[src/rtl/btn_repeat_gen.sv]
module btn_repeat_gen #(
  parameter int DB_TICKS   = 15,
  parameter int SLOW_TICKS = 100,
  parameter int FAST_TICKS = 25,
  parameter int HOLD_TICKS = 1000,
  parameter int GAP_TICKS  = 2
) (
  input  logic clk,
  input  logic rst_n,
  input  logic tick_ms,
  input  logic btn_up_n,
  input  logic btn_dn_n,
  output logic step_up,
  output logic step_down,
  output logic both_held
);
  localparam int CW = $clog2(DB_TICKS + SLOW_TICKS + FAST_TICKS + GAP_TICKS + 1);
  localparam int HW = $clog2(HOLD_TICKS + 1);

  typedef enum logic [2:0] {S_IDLE, S_DEB, S_HELD, S_GAP, S_BLOCK} st_t;

  logic up_m, up_s, dn_m, dn_s;
  st_t state;
  logic dir_up;
  logic [CW-1:0] cnt;
  logic [HW-1:0] hold;

  wire both = up_s & dn_s;
  wire act  = dir_up ? up_s : dn_s;
  wire fast = (hold >= HW'(HOLD_TICKS));
  wire [CW-1:0] per = fast ? CW'(FAST_TICKS) : CW'(SLOW_TICKS);

  assign both_held = both;

  always_ff @(posedge clk or negedge rst_n) begin
    if (!rst_n) begin
      up_m <= 1'b0; up_s <= 1'b0;
      dn_m <= 1'b0; dn_s <= 1'b0;
    end else begin
      up_m <= ~btn_up_n; up_s <= up_m;
      dn_m <= ~btn_dn_n; dn_s <= dn_m;
    end
  end

  always_ff @(posedge clk or negedge rst_n) begin
    if (!rst_n) begin
      state     <= S_IDLE;
      dir_up    <= 1'b0;
      cnt       <= '0;
      hold      <= '0;
      step_up   <= 1'b0;
      step_down <= 1'b0;
    end else begin
      step_up   <= 1'b0;
      step_down <= 1'b0;
      case (state)
        S_IDLE: begin
          cnt <= '0;
          if (both) state <= S_BLOCK;
          else if (up_s) begin dir_up <= 1'b1; state <= S_DEB; end
          else if (dn_s) begin dir_up <= 1'b0; state <= S_DEB; end
        end
        S_DEB: begin
          if (both) state <= S_BLOCK;
          else if (!act) state <= S_IDLE;
          else if (tick_ms) begin
            if (cnt == CW'(DB_TICKS - 1)) begin
              state     <= S_HELD;
              cnt       <= '0;
              hold      <= '0;
              step_up   <= dir_up;
              step_down <= ~dir_up;
            end else cnt <= cnt + 1'b1;
          end
        end
        S_HELD: begin
          if (both) state <= S_BLOCK;
          else if (!act) begin state <= S_GAP; cnt <= '0; end
          else if (tick_ms) begin
            if (!fast) hold <= hold + 1'b1;
            if (cnt >= per - 1'b1) begin
              cnt       <= '0;
              step_up   <= dir_up;
              step_down <= ~dir_up;
            end else cnt <= cnt + 1'b1;
          end
        end
        S_GAP: begin
          if (both) state <= S_BLOCK;
          else if (tick_ms) begin
            if (cnt == CW'(GAP_TICKS - 1)) state <= S_IDLE;
            else cnt <= cnt + 1'b1;
          end
        end
        default: begin
          cnt <= '0;
          if (!up_s && !dn_s) state <= S_GAP;
        end
      endcase
    end
  end
endmodule


[config.mk]
export PLATFORM = sky130hd
export DESIGN_NAME = btn_repeat_gen
export DESIGN_NICKNAME = d
export VERILOG_FILES = /design/src/rtl/btn_repeat_gen.sv
export SDC_FILE = /design/constraint.sdc
export NUM_CORES = 1
export LEC_CHECK = 0
export ABC_AREA = 1
export CORE_MARGIN = 3
export CORE_UTILIZATION = 55
export DETAILED_ROUTE_END_ITERATION = 8
export DONT_BUFFER_PORTS = 1
export PLACE_DENSITY = 0.7
export RECOVER_POWER = 25
export REMOVE_ABC_BUFFERS = 1
export SKIP_LAST_GASP = 1
export SLEW_MARGIN = 20
export SYNTH_ARGS = -nofsm -noshare
export SYNTH_HDL_FRONTEND = slang
export SYNTH_SLANG_ARGS = --single-unit
[constraint.sdc]
create_clock -name clk -period 2.1 [get_ports clk]
set_input_delay 0.105 -clock clk [delete_from_list [all_inputs] [get_ports clk]]
set_output_delay 0.105 -clock clk [all_outputs]
set_load 0.05 [all_outputs]
==> impl_metrics.yaml <==
global_route:
  antenna_found_initial: 0
  overflow: 0
  grt_first_pass_wirelength_um: 6800
  track_usage_pct: 20.3
  grt_max_degree: 29
  grt_pass1_vias: 1513
clock_tree:
  cts_tree: "yes"
  numCtsBuffers: 3
  cts.sinks: 28
  cts_buffer_depth: 2
  path_clk_slew_ns: 0.15
  ctsHtreeMaxLevel: 1
  cts_root_buffer: "clkbuf_4"
  insertion_delay_ns: 0.33
drt:
  viasPerCell: 5.14
  detail_route.first_pass.iterations: 4
  route.detailed.drc: 0
  final_antenna_net_count: 0
  routed_wirelength_um: 3870
  drt-initial-drc-count: 118
  wire_per_inst_um: 12.0
  vias: 1665
worst_setup_path:
  arrival_ns: 2.21
  path_class: "reg2reg"
  crit_slowest_cell: "dfrtp_1"
  crit_start: "hold[3]"
  endpoint_kind: "flop"
  crit_fanout: 8
  r2r_start: "hold[3]"
  critical_path_required_ns: 2.38
  start_kind: "flop"
  critPathTopFamily: "simple AND/OR/NAND/NOR gates"
  cp.depth: 12
  path_buf_inv: 2
  rr_worst_depth: 12
  cp_slowest_stage_delay_ns: 0.42
  crit_chain: "inv_2 > a21oi_2 > nand3_4 > inv_2 > ha_1 > nand2_1 > nand2_1 > a21oi_2 > nand4_1 > nand2_2 > nand2_2 > a21oi_2"
  crit_top_cell: "a21oi_2"
timing:
  finalCritPeriodShare_pct: 92.2
  min_period_ns: 1.94
  finalHoldViolCount: 0
  maxSlewViolCount: 29
  tightest_slew_ns: 1.51
  finClkSkew_ns: 0.00432
  setup_viol: 0
  slew_headroom_pct: -0.582
  fmax_mhz: 516
place:
  place_hpwl_um: 2850
  globalplace.congestion: 0.857
  place_area_mm2: 0.00200
  io_buffers: 0
die:
  die_area_mm2: 0.00420
  die_h_um: 64.8
  core_mm2: 0.00318
  row_count: 20
  die_w_um: 64.8
  ios: 8
  initial_core_util_pct: 59.9
synthesis:
  ys_types: 27
  yosysTopAreaCell: "dfrtp_1"
  yosysTopAreaCellShare_pct: 36.8
  ys_ff_latch: 28
  yosys_warnings: 0
  synth.avg_cell_area_um2: 7.19
  netlist_instances: 265
  synth-async-reset-ratio_pct: 100
  yosysMostFrequentCell: "nand2_1"
  synth_common_cells: "nand2_1 (77), nor2_1 (34), inv_1 (32)"
  synth_area_leaders: "dfrtp_1 (37%), nand2_1 (15%), ha_1 (8.5%), nor2_1 (6.7%), inv_1 (6.3%)"
  synth_edf_count: 0
  yosysSeqAreaShare_pct: 36.8
  syn-cell-area_mm2: 0.00190
  ys.flop_type: "dfrtp_1"
status:
  status: "finished with violations"
  violations: "max-capacitance violations, max-slew violations"
hold_path:
  hp-start: "tick_ms"
  worstHoldPathType: "in2reg"
  whs_path_depth: 4
final_layout:
  fin_util_pct: 67.8
  area_growth_pct: 13.1
  fin_area_mm2: 0.00215
  fill_cells: 282
  nets: 299
  diodes: 0
  drive_gt1_share_pct: 15.0
job:
  drv_cap: 1
power:
  power_density_mw_per_mm2: 815
  leakage_uw: 0.00106
  vdd_drop_max_mv: 0.363
## state kept, by name (all words and copies together), names as in the netlist
signal	count
hold	10
cnt	8
state	3
dir_up	1
dn_m	1
dn_s	1
step_down	1
step_up	1
up_m	1
up_s	1
## kinds of logic after synthesis
kind of cell | after synthesis | share of synthesized area, %
AND/OR/NAND/NOR | 151 | 35.5
buffers and inverters | 41 | 8.61
flip-flops | 28 | 36.8
AO/OA/AOI/OAI | 23 | 6.44
adder cells (fa/ha/maj) | 13 | 8.54
XOR/XNOR | 9 | 4.14
## per-stage QoR
step | total power [uW] | setup TNS, ns | std cells | hold slack [ns] | worst slack (ns)
after floorplan | 1250 | 0 | 262 | -0.191 | 0.258
after global placement | 1440 | 0 | 314 | -0.190 | 0.0426
after detailed placement | 1450 | 0 | 314 | -0.190 | 0.00155
after CTS | 1740 | 0 | 323 | 0.137 | 0.0272
after global routing | 1910 | -0.0180 | 324 | 0.173 | -0.0180
final | 1750 | 0 | 324 | 0.158 | 0.163
## worst paths after layout
check                      endpoint  slack, ns
setup / recovery             cnt[5]       0.16
hold / removal             state[1]       0.16
setup reg to reg             cnt[5]       0.16
hold reg to reg                dn_s       0.37
max in group asynchronous   hold[2]       0.56
min in group asynchronous    cnt[0]       0.66
## layer usage
metal	GRT usage (%)	wire length (um)	vias up	part of all wire [%]
li1	-	-	868	-
met1	29.3	1920	762	50
met2	32.1	1770	31	46
met3	2.60	137	4	3.5
met4	5.54	38	0	0.98
met5	0	0	-	0
## cells in the final DEF (no fill, tap or decap), types with 4 or more instances in the layout
cell type,netlist,routed
buf_4,0,9
nor3_1,4,4
o21ai_1,7,7
nand2_1,77,72
ha_1,13,11
nand4_1,5,5
nand3b_1,4,4
inv_1,32,30
nand2_2,0,5
dlygate4sd3_1,0,4
inv_2,5,7
dfrtp_1,28,28
o21ai_0,6,6
nand3_1,17,16
nor2_1,34,33
xor2_1,8,8
a21oi_2,0,4
## worst reg2reg max path, stage by stage (launching register included)
cell and delay, ns:
dfrtp_1 0.42, inv_2 0.06, a21oi_2 0.17, nand3_4 0.13, inv_2 0.11, ha_1 0.24, nand2_1 0.06, nand2_1 0.05
a21oi_2 0.14, nand4_1 0.12, nand2_2 0.18, nand2_2 0.07, a21oi_2 0.11
## cell type report
| cell class | count | area (um^2) | area share, % |
|---|---|---|---|
| multi-input combinational | 196 | 1110 | 51.4 |
| sequential | 28 | 701 | 32.5 |
| inverter | 38 | 143 | 6.62 |
| timing repair buffer | 14 | 111 | 5.17 |
| tap | 44 | 55.1 | 2.56 |
| clock buffer | 4 | 36.3 | 1.69 |
## what timing repair did
item / 4_1_cts / 5_1_grt
hold buffers: 5 / 0
resized for setup: 1 / 15
pin swaps: 0 / 4
endpoints found under the hold margin: 32 / 0
endpoints found under the setup margin: 2 / 11
setup buffers: 0 / 1
## report_power, final
part | switching (uW) | leakage, uW | internal (uW)
sequential | 100 | 0.000372 | 627
combinational | 510 | 0.000669 | 247
clock | 163 | 0.0000210 | 106
No activity file was read; power rests on OpenSTA's default activity.
